[config.mk]
export PLATFORM = sky130hd
export DESIGN_NAME = uart_rx_stat
export DESIGN_NICKNAME = d
export VERILOG_FILES = /design/src/rtl/uart_rx_pkg.sv /design/src/rtl/uart_rx_frame.sv /design/src/rtl/uart_rx_fifo.sv /design/src/rtl/uart_rx_stat.sv
export SDC_FILE = /design/constraint.sdc
export NUM_CORES = 1
export LEC_CHECK = 0
export BUFFER_PORTS_ARGS = -buffer_cell sky130_fd_sc_hd__buf_2
export CORE_MARGIN = 5
export CORE_UTILIZATION = 56
export CTS_CLUSTER_SIZE = 28
export DETAILED_ROUTE_END_ITERATION = 7
export MAX_ROUTING_LAYER = met4
export PLACE_DENSITY = 0.84
export SYNTH_ARGS = -nofsm -noshare
export SYNTH_HDL_FRONTEND = slang
export SYNTH_SLANG_ARGS = --single-unit
[constraint.sdc]
create_clock -name clk -period 3.2 [get_ports clk]
set_input_delay 0.16 -clock clk [delete_from_list [all_inputs] [get_ports clk]]
set_output_delay 0.16 -clock clk [all_outputs]
set_load 0.005 [all_outputs]
[src/rtl/uart_rx_pkg.sv]
package uart_rx_pkg;

  // Queue entry: flags above the data byte, overflow at the top.
  typedef struct packed {
    logic       ovr;
    logic       brk;
    logic       par;
    logic       frm;
    logic [7:0] data;
  } rx_entry_t;

  typedef enum logic [2:0] {
    RXS_IDLE,
    RXS_START,
    RXS_DATA,
    RXS_PAR,
    RXS_STOP
  } rx_state_e;

endpackage

[src/rtl/uart_rx_frame.sv]
module uart_rx_frame
  import uart_rx_pkg::*;
#(
  parameter int OVS         = 16,
  parameter int SYNC_STAGES = 2
) (
  input  logic      clk,
  input  logic      rst_n,
  input  logic      tick,
  input  logic      rxd,
  input  logic      accept_en,
  input  logic [1:0] wlen,
  input  logic      par_en,
  input  logic      par_even,
  input  logic      par_stick,
  output logic      push,
  output rx_entry_t entry
);

  localparam int CW = (OVS > 2) ? $clog2(OVS) : 1;
  localparam logic [CW-1:0] MID_LAST = CW'(OVS / 2 - 1);
  localparam logic [CW-1:0] BIT_LAST = CW'(OVS - 1);

  logic [SYNC_STAGES-1:0] sync_q;
  logic                   rxd_s;
  rx_state_e              state;
  logic [CW-1:0]          cnt;
  logic [2:0]             bit_idx;
  logic [2:0]             last_idx;
  logic [7:0]             shreg;
  logic                   low_all;
  logic                   par_bad;
  logic                   rx_last;
  logic                   exp_par;
  logic                   at_center;
  logic                   is_break;

  always_ff @(posedge clk or negedge rst_n) begin
    if (!rst_n) sync_q <= '1;
    else        sync_q <= {sync_q[SYNC_STAGES-2:0], rxd};
  end
  assign rxd_s = sync_q[SYNC_STAGES-1];

  assign last_idx  = 3'd4 + {1'b0, wlen};
  assign at_center = (cnt == BIT_LAST);
  assign exp_par   = par_stick ? ~par_even : (par_even ? ^shreg : ~^shreg);
  assign is_break  = low_all & ~rxd_s;

  always_ff @(posedge clk or negedge rst_n) begin
    if (!rst_n) begin
      state   <= RXS_IDLE;
      cnt     <= '0;
      bit_idx <= '0;
      shreg   <= '0;
      low_all <= 1'b0;
      par_bad <= 1'b0;
      rx_last <= 1'b1;
      push    <= 1'b0;
      entry   <= '0;
    end else begin
      push <= 1'b0;
      if (tick) begin
        rx_last <= rxd_s;
        unique case (state)
          RXS_IDLE: begin
            if (accept_en && rx_last && !rxd_s) begin
              state <= RXS_START;
              cnt   <= '0;
            end
          end
          RXS_START: begin
            if (cnt == MID_LAST) begin
              cnt <= '0;
              if (!rxd_s) begin
                state   <= RXS_DATA;
                bit_idx <= '0;
                shreg   <= '0;
                low_all <= 1'b1;
                par_bad <= 1'b0;
              end else begin
                state <= RXS_IDLE;
              end
            end else begin
              cnt <= cnt + 1'b1;
            end
          end
          RXS_DATA: begin
            if (at_center) begin
              cnt            <= '0;
              shreg[bit_idx] <= rxd_s;
              low_all        <= low_all & ~rxd_s;
              if (bit_idx == last_idx) state <= par_en ? RXS_PAR : RXS_STOP;
              else                     bit_idx <= bit_idx + 1'b1;
            end else begin
              cnt <= cnt + 1'b1;
            end
          end
          RXS_PAR: begin
            if (at_center) begin
              cnt     <= '0;
              par_bad <= (rxd_s != exp_par);
              low_all <= low_all & ~rxd_s;
              state   <= RXS_STOP;
            end else begin
              cnt <= cnt + 1'b1;
            end
          end
          RXS_STOP: begin
            if (at_center) begin
              cnt        <= '0;
              state      <= RXS_IDLE;
              push       <= 1'b1;
              entry.ovr  <= 1'b0;
              entry.brk  <= is_break;
              entry.frm  <= ~rxd_s;
              entry.par  <= ~is_break & par_en & par_bad;
              entry.data <= is_break ? 8'h00 : shreg;
            end else begin
              cnt <= cnt + 1'b1;
            end
          end
          default: state <= RXS_IDLE;
        endcase
      end
    end
  end

  AST_PUSH_SINGLE: assert property (@(posedge clk) disable iff (!rst_n)
    push |=> !push);

  AST_BREAK_ENTRY: assert property (@(posedge clk) disable iff (!rst_n)
    (push && entry.brk) |-> (entry.frm && !entry.par && entry.data == 8'h00));

endmodule

[src/rtl/uart_rx_fifo.sv]
module uart_rx_fifo
  import uart_rx_pkg::*;
#(
  parameter int DEPTH = 16
) (
  input  logic      clk,
  input  logic      rst_n,
  input  logic      fifo_on,
  input  logic      wr_en,
  input  rx_entry_t wr_entry,
  output logic      ovf,
  output logic      rd_valid,
  input  logic      rd_ready,
  output rx_entry_t rd_entry,
  output logic      empty,
  output logic      full
);

  localparam int AW = (DEPTH > 1) ? $clog2(DEPTH) : 1;
  localparam int CW = $clog2(DEPTH + 1);
  localparam logic [AW-1:0] TOP_IDX = AW'(DEPTH - 1);

  rx_entry_t     mem [DEPTH];
  logic [AW-1:0] wptr, rptr, last_idx;
  logic [CW-1:0] count, cap;
  logic          do_wr, pop;

  function automatic logic [AW-1:0] step(input logic [AW-1:0] p);
    return (p == TOP_IDX) ? '0 : p + 1'b1;
  endfunction

  assign cap      = fifo_on ? CW'(DEPTH) : CW'(1);
  assign full     = (count >= cap);
  assign empty    = (count == '0);
  assign rd_valid = ~empty;
  assign rd_entry = mem[rptr];
  assign pop      = rd_valid & rd_ready;
  assign do_wr    = wr_en & ~full;
  assign ovf      = wr_en & full;
  assign last_idx = (wptr == '0) ? TOP_IDX : wptr - 1'b1;

  always_ff @(posedge clk) begin
    if (do_wr)    mem[wptr]         <= wr_entry;
    else if (ovf) mem[last_idx].ovr <= 1'b1;
  end

  always_ff @(posedge clk or negedge rst_n) begin
    if (!rst_n) begin
      wptr  <= '0;
      rptr  <= '0;
      count <= '0;
    end else begin
      if (do_wr) wptr <= step(wptr);
      if (pop)   rptr <= step(rptr);
      count <= count + CW'(do_wr) - CW'(pop);
    end
  end

  AST_COUNT_BOUND: assert property (@(posedge clk) disable iff (!rst_n)
    count <= CW'(DEPTH));

  AST_NOT_EMPTY_AND_FULL: assert property (@(posedge clk) disable iff (!rst_n)
    !(empty && full));

  AST_HEAD_HOLD: assert property (@(posedge clk) disable iff (!rst_n)
    (rd_valid && !rd_ready) |=> (rd_valid && $stable(rd_entry[10:0])));

endmodule

[src/rtl/uart_rx_stat.sv]
module uart_rx_stat
  import uart_rx_pkg::*;
#(
  parameter int FIFO_DEPTH  = 16,
  parameter int OVS         = 16,
  parameter int SYNC_STAGES = 2
) (
  input  logic        clk,
  input  logic        rst_n,
  input  logic        os_tick,
  input  logic        rxd,
  input  logic        uart_on,
  input  logic        rx_on,
  input  logic [1:0]  word_len,
  input  logic        par_en,
  input  logic        par_even,
  input  logic        par_stick,
  input  logic        fifo_on,
  output logic        rd_valid,
  input  logic        rd_ready,
  output logic [11:0] rd_data,
  output logic [3:0]  err_stat,
  input  logic        err_clr,
  output logic        rx_empty,
  output logic        rx_full
);

  logic      push;
  rx_entry_t new_entry;
  rx_entry_t head;
  logic      ovf;
  logic      pop;

  uart_rx_frame #(
    .OVS         (OVS),
    .SYNC_STAGES (SYNC_STAGES)
  ) u_frame (
    .clk       (clk),
    .rst_n     (rst_n),
    .tick      (os_tick),
    .rxd       (rxd),
    .accept_en (uart_on & rx_on),
    .wlen      (word_len),
    .par_en    (par_en),
    .par_even  (par_even),
    .par_stick (par_stick),
    .push      (push),
    .entry     (new_entry)
  );

  uart_rx_fifo #(
    .DEPTH (FIFO_DEPTH)
  ) u_fifo (
    .clk      (clk),
    .rst_n    (rst_n),
    .fifo_on  (fifo_on),
    .wr_en    (push),
    .wr_entry (new_entry),
    .ovf      (ovf),
    .rd_valid (rd_valid),
    .rd_ready (rd_ready),
    .rd_entry (head),
    .empty    (rx_empty),
    .full     (rx_full)
  );

  assign rd_data = head;
  assign pop     = rd_valid & rd_ready;

  // err_stat: [3] overflow (immediate), [2] break, [1] parity, [0] framing.
  always_ff @(posedge clk or negedge rst_n) begin
    if (!rst_n) begin
      err_stat <= '0;
    end else if (err_clr) begin
      err_stat <= {ovf, 3'b000};
    end else begin
      if (pop) err_stat[2:0] <= {head.brk, head.par, head.frm};
      if (ovf) err_stat[3]   <= 1'b1;
    end
  end

  AST_OVR_IMMEDIATE: assert property (@(posedge clk) disable iff (!rst_n)
    ovf |=> err_stat[3]);

  AST_STAT_ONLY_ON_READ: assert property (@(posedge clk) disable iff (!rst_n)
    (!pop && !err_clr && !ovf) |=> $stable(err_stat));

  AST_CLEAR_ZERO: assert property (@(posedge clk) disable iff (!rst_n)
    (err_clr && !ovf) |=> (err_stat == 4'b0000));

endmodule

== Yosys cells after proc, flatten, opt, wreduce, memory -nomap -nowiden ==
Memory sizes are Yosys's and may differ from the RTL's.
Index checks and enable logic that the tools add are counted.
Cells by class
  magnitude comparators: 3
  equality and inequality tests: 19
  add/sub/neg operators: 8
  reduce and logical (&&, ||, !) cells: 25
  muxes and demuxes: 54
  bitwise operators: 12
Operators with widths (count)
  two-way mux 3 bit: 12
  two-way mux 4 bit: 8
  two-way mux 8 bit: 4
  two-way mux 1 bit: 18
  one-hot mux 8 bit (2 select lines): 1
  one-hot mux 3 bit (5 select lines): 1
  AND reduction 5 bit: 3
  != test 2 x 1 -> 1 bit, second input constant: 7
  adder 4 x 1 -> 4 bit, second input constant: 3
  == test 4 bit, second input constant: 3
  two-way mux 12 bit: 1
  one-hot mux 4 bit (3 select lines): 1
  OR reduction 12 bit: 1
  nonzero test 2 bit: 5
  bitwise mux 8 bit: 1
  XNOR reduction 8 bit: 1
  XOR reduction 8 bit: 1
  bitwise AND 1 bit: 7
  AND reduction 7 bit: 1
  == test 3 x 2 -> 1 bit, second input constant: 2
  one-hot mux 3 bit (2 select lines): 1
  AND reduction 3 bit: 2
  AND reduction 6 bit: 1
  adder 5 x 1 -> 5 bit: 1
  other kinds (26): 35
Word-level totals
  memory bits (writable): 192
  bits in registers: 52
  output and inout port bits: 19
  memories: 1
  word-level logic and storage cells: 140
  bits of input ports: 14
Memories
  u_fifo.mem: depth 16, width 12, read ports 1, clocked after Yosys merged registers in 0, write ports 1, RTL line uart_rx_fifo.sv:23  | rx_entry_t mem [DEPTH];

== Logic depth before layout (Yosys ltp) ==
  depth in word-level cells: 8
  depth in mapped cells: 13
  mapped depth without buffers: 13

== By module ==
From an unflattened synthesis, not the netlist that was laid out.
Second synthesis, totals
  cells, all modules: 658
  area total of the unflattened synthesis: 10543.9 µm²
By module, submodules not included
  uart_rx_fifo: area an instance 8540.7 µm², seq. area each 6090.8 µm², instances 1, cells each 441
  uart_rx_frame: area an instance 1825.5 µm², seq. area each 879.6 µm², instances 1, cells each 201
  uart_rx_stat: area an instance 177.7 µm², seq. area each 100.1 µm², instances 1, cells each 16

== Worst setup path before layout ==
OpenSTA, ideal clock, no wires.
  kind: reg-to-reg
  from: reg u_fifo.count[3]
  to: reg u_fifo.count[4]
  data required time: 3.120 ns
  clock period less this slack: 3.010 ns
  stages on the path, launching flop included: 14
  library setup time: 0.080 ns
  arrival: 2.930 ns
  path slack: 0.190 ns
  buffers on the path: 0
  path through: dfrtp_1 > inv_1 > ha_1 > or4b_2 > nand2_1 > inv_1 > ha_1 > inv_1 > ha_1 > fa_1 > a21oi_1 > nor2_1 > nor2_1 > xnor2_1
Between the ends
  elaborated cells between the ends (all ways): 8
  classes of those cells: add/sub (2); order compare (1); bitwise (4); reduce/logical (1)
RTL lines
  from (decl): RTL line uart_rx_fifo.sv:25  | logic [CW-1:0] count, cap;
  from (signal assigned): RTL line uart_rx_fifo.sv:55  | count <= count + CW'(do_wr) - CW'(pop);
  logical NOT 5 bit: RTL line uart_rx_fifo.sv:34  | assign empty = (count == '0);
  inverter 1 bit: RTL line uart_rx_fifo.sv:35  | assign rd_valid = ~empty;
  named net rd_valid: RTL line uart_rx_stat.sv:19  | output logic rd_valid,
  bitwise AND 1 bit
  named net pop: RTL line uart_rx_stat.sv:32  | logic pop;
  subtractor 5 x 1 -> 5 bit: RTL line uart_rx_fifo.sv:55
The timed path passes the listed nets, and every way through them passes these cells.
A chain may end at the register's enable or synchronous reset.

== Worst setup path after layout ==
  from: reg u_fifo.count[1]
  to: mem u_fifo.mem[1][7] (netlist bit) (enable)
Between the ends
  longest elaborated chain between the ends: 7
  elaborated cells between the ends (all ways): 12
  classes of those cells: order compare (1); mux (7); bitwise (3); reduce/logical (1)
RTL lines
  >= comparator 5 bit (*): RTL line uart_rx_fifo.sv:33  | assign full = (count >= cap);
  bitwise AND 1 bit or inverter 1 bit (tied branches): RTL line uart_rx_fifo.sv:39, uart_rx_fifo.sv:38
  two-way mux 1 bit or bitwise AND 1 bit (tied branches): RTL line uart_rx_fifo.sv:44, uart_rx_fifo.sv:38
  two-way mux 1 bit: RTL line uart_rx_fifo.sv:43  | if (do_wr) mem[wptr] <= wr_entry;
  two-way mux 1 bit (implied by the code): RTL line uart_rx_fifo.sv:44  | else if (ovf) mem[last_idx].ovr <= 1'b1;
  OR reduction 12 bit (no line)
  two-way mux 4 bit (no line) or two-way mux 2 bit (tied branches)
  to (decl): RTL line uart_rx_fifo.sv:23
Every way passes the cells marked *; elsewhere a longest branch is shown, timed or not.

==> summary.md <==
| Metric | Value |
|---|---|
| Unique masters post-synth | between 60 and 70 |
| RSZ-0062 raised after global routing | no |
| Final period util | between 90% and 100% |
| IO Port Bufs | 32 |
| DRC | 0 |
| Clock sinks | 244 |
| Final Cell Area | roughly 0.012 mm2 |
| Layout cell share with drive strength beyond 1 | 19.5% |
| Hpwl dp | between 10 and 15 mm |
| Syn_nets | 787 |
| Nets | approximately 840 |
| Row Count | 50 |
| Max Fclk | between 0.3 and 0.4 GHz |
| Number of setup violations in the final report | 0 |
| Worst EP arrival | 3.10 ns |
| I/O Pins | 33 |
| Final Hold Viols | 0 |
| Antenna cells | 0 |
| Die Wd | 148 um |
| Final Max Tran Viols | 0 |
| Critical path's top delay family | compound AO/OA/AOI/OAI gates |
| Cell taking the most area after synthesis | edfxtp_1 |
| Vias per cell | 6.22 |
| Die Span Y | about 150 um |
| Clock Path Buffers | 3 |
| Final GP Congestion | 0.858 |
| DP Area | roughly 0.011 mm2 |
| Total grt overflow | 0 |
| Req. time, crit path | 3.33 ns |
| Register area share after synthesis | 65.9% |
| Final ANT Viol Nets | 0 |
| Status | finished clean |
| Critical path peak fanout | 11 |
| CTS tree | done |
| Fillers | ~1300 |
| CP Cell Sequence | inv_1 > ha_1 > nor2b_2 > o41a_2 > o211ai_1 > a222oi_1 > buf_4 > nor3_2 |
| CP endpoint kind | flop |
| Type of the worst setup path | flop to flop |
| Startpoint types | flop |
| Primary FF master, synth | edfxtp_1 |
| CP max stage delay | 0.68 ns |
| Cell area after synthesis | 0.0107 mm2 |
| Mean Syn Cell Area | 14.2 um2 |
| Largest net degree at the start of global routing | 44 |
| Cells after Synth | roughly 760 |
| Worst path slowest cell | nor3_2 |
| WP buf/inv | 2 |
| Worst clock skew | 0.0219 ns |
| Synth top area share | 53.8% |
| Post-route minimum period | 2.98 ns |
| Die Footprint | 0.0220 mm2 |
| Peak supply drop | 0.000449 V |
| H-tree depth | 1 |
| Total GRT Usage | 20.3% |
| Root Buffer | clkbuf_16 |
| First-pass GRT wire length | 34.5 mm |
| DR WL/cell | 20.3 um |
| Yosys warnings | 0 |
| Routed WL | 21.4 mm |
| HP Class | input port to flop |
| 1st-iter DRT viols | 537 |
| Flop and latch count out of synthesis | 244 |
| Slew HR | 34.5% |
| Cell with the most instances after synthesis | edfxtp_1 |
| Top cells by area, synth | edfxtp_1 (54%), dfrtp_1 (11%), mux4_2 (5.0%) |
| Post-CTS Setup Inserts | 0 |
| Final Util | 64.6% |
| Slew @ Worst Pin | 0.982 ns |
| FFs w/ async S/R, synth | 21.3% |
| Initial antenna violation count | 0 |
| EDFF count, synth | ~190 |
| Clock Latency Late Sink | approximately 0.52 ns |
| Syn-to-layout area delta | 13.0% |
| Post-synth top cells | edfxtp_1 (192), nand2_1 (62), o21ai_0 (56) |
| Static Leak | 4.47 nW |
| Core area | ~0.019 mm2 |
| PwrDens | a little over 700 mW/mm2 |
| CTS clk-pin slew, worst paths | approximately 0.060 ns |
| Max-cap viol count | 0 |
| Vias | 6559 |
| Drt pass-1 iters | 5 |
| Vias in the first global route | between 6000 and 7000 |
| Total negative setup slack | 0 ns |
| Clock buffer count from CTS | 24 |
| Effective utilization at floorplan | 57.2% |
-- routing by layer --
| layer | GRT usage [%] | up-vias | wire [um] |
|---|---|---|---|
| met5 | - | - | 0 |
| met4 | 6.24 | 0 | 597 |
| met3 | 3.29 | 63 | 1500 |
| met2 | 33.6 | 295 | 10800 |
| met1 | 26.3 | 3203 | 8490 |
| li1 | - | 2998 | - |
-- sequential cells by signal (all words and copies together) (netlist names), 2 cells and up --
signal / cells
u_frame.state: 3
u_frame.bit_idx: 3
u_fifo.rptr: 4
u_fifo.mem: 192
u_fifo.count: 5
u_frame.sync_q: 2
err_stat: 4
u_fifo.wptr: 4
u_frame.shreg: 8
u_frame.cnt: 4
u_frame.entry: 11
-- final timing paths --
path	cells after the start	slack, ns	startpoint	endpoint
worst max-delay path	8	0.22	u_fifo.count[1]$_DFF_PN0_	u_fifo.mem[1][7]$_DFFE_PP_
worst min-delay path	2	0.02	os_tick	u_frame.cnt[1]$_DFFE_PN0P_
worst max register to register	8	0.22	u_fifo.count[1]$_DFF_PN0_	u_fifo.mem[1][7]$_DFFE_PP_
worst min register to register	0	0.36	u_frame.sync_q[0]$_DFF_PN1_	u_frame.sync_q[1]$_DFF_PN1_
max in group asynchronous	3	2.05	rst_n	u_frame.sync_q[0]$_DFF_PN1_
min in group asynchronous	2	0.35	rst_n	u_frame.shreg[6]$_DFFE_PN0P_
-- layout by cell type, fill, tap and decap left out, types with 6 or more instances in the layout --
| cell | netlist | routed |
|---|---|---|
| o21ai_0 | 56 | 56 |
| clkinv_1 | 1 | 7 |
| a21oi_1 | 11 | 11 |
| o31ai_1 | 7 | 7 |
| nand3b_1 | 7 | 7 |
| and2_1 | 12 | 12 |
| ha_1 | 16 | 16 |
| clkbuf_16 | 0 | 24 |
| mux2i_1 | 49 | 49 |
| a221oi_1 | 26 | 26 |
| inv_1 | 25 | 24 |
| xnor2_1 | 13 | 13 |
| buf_2 | 9 | 32 |
| nor2_1 | 36 | 36 |
| mux4_2 | 24 | 24 |
| edfxtp_1 | 192 | 192 |
| dfrtp_1 | 49 | 47 |
| nor3_2 | 1 | 17 |
| nor3_1 | 22 | 6 |
| nand2_1 | 62 | 61 |
| or3_1 | 6 | 6 |
| nand3_1 | 10 | 10 |
| a22oi_1 | 13 | 13 |
| buf_4 | 0 | 28 |
-- timing repair --
item                                    4_1_cts  5_1_grt
resized for setup                             0        4
hold buffers                                  5        0
hold endpoints to repair                     49        0
endpoints found under the setup margin        0        1
-- worst register-to-register path: stages (launching register included) --
cell and delay, ns:
dfrtp_1 0.38, inv_1 0.11, ha_1 0.21, nor2b_2 0.17
o41a_2 0.51, o211ai_1 0.22, a222oi_1 0.14, buf_4 0.19
nor3_2 0.68
-- cell type report --
cell class	instances	area, um2	share of cell area, %
Tap cell	234	293	2.42
Clock inverter	12	91.3	0.754
Inverter	27	101	0.836
Sequential cell	244	7080	58.4
Clock buffer	30	643	5.31
Timing Repair Buffer	67	460	3.80
Multi-Input combinational cell	441	3460	28.5
-- where the power goes --
group	switching, mW	internal (mW)
logic	1.27	1.00
clock network	1.13	1.50
registers	0.246	3.52
total	2.64	6.02
-- metrics by stage --
step	cells	setup WS (ns)	power [mW]	hold slack, ns
global route	1055	0.0448	9.10	0.0412
CTS	1055	0.0985	8.70	0.00404
global placement	1008	0.198	6.00	0.265
floorplan	756	0.190	5.40	-0.136
detailed placement	1008	0.118	6.07	0.267
finish	1055	0.222	8.66	0.0180
-- cell families (layout without fill, tap and decap cells) --
group / Yosys count / in the layout / synth area share (%)
compound gates: 153 / 153 / 9.97
mux: 77 / 77 / 10.0
simple gates: 178 / 178 / 8.06
buf+inv: 71 / 136 / 2.66
xor+xnor: 16 / 16 / 1.31
fa+ha+maj: 17 / 17 / 2.05
flops: 244 / 244 / 65.9
No activity file was read; power rests on OpenSTA's default activity.
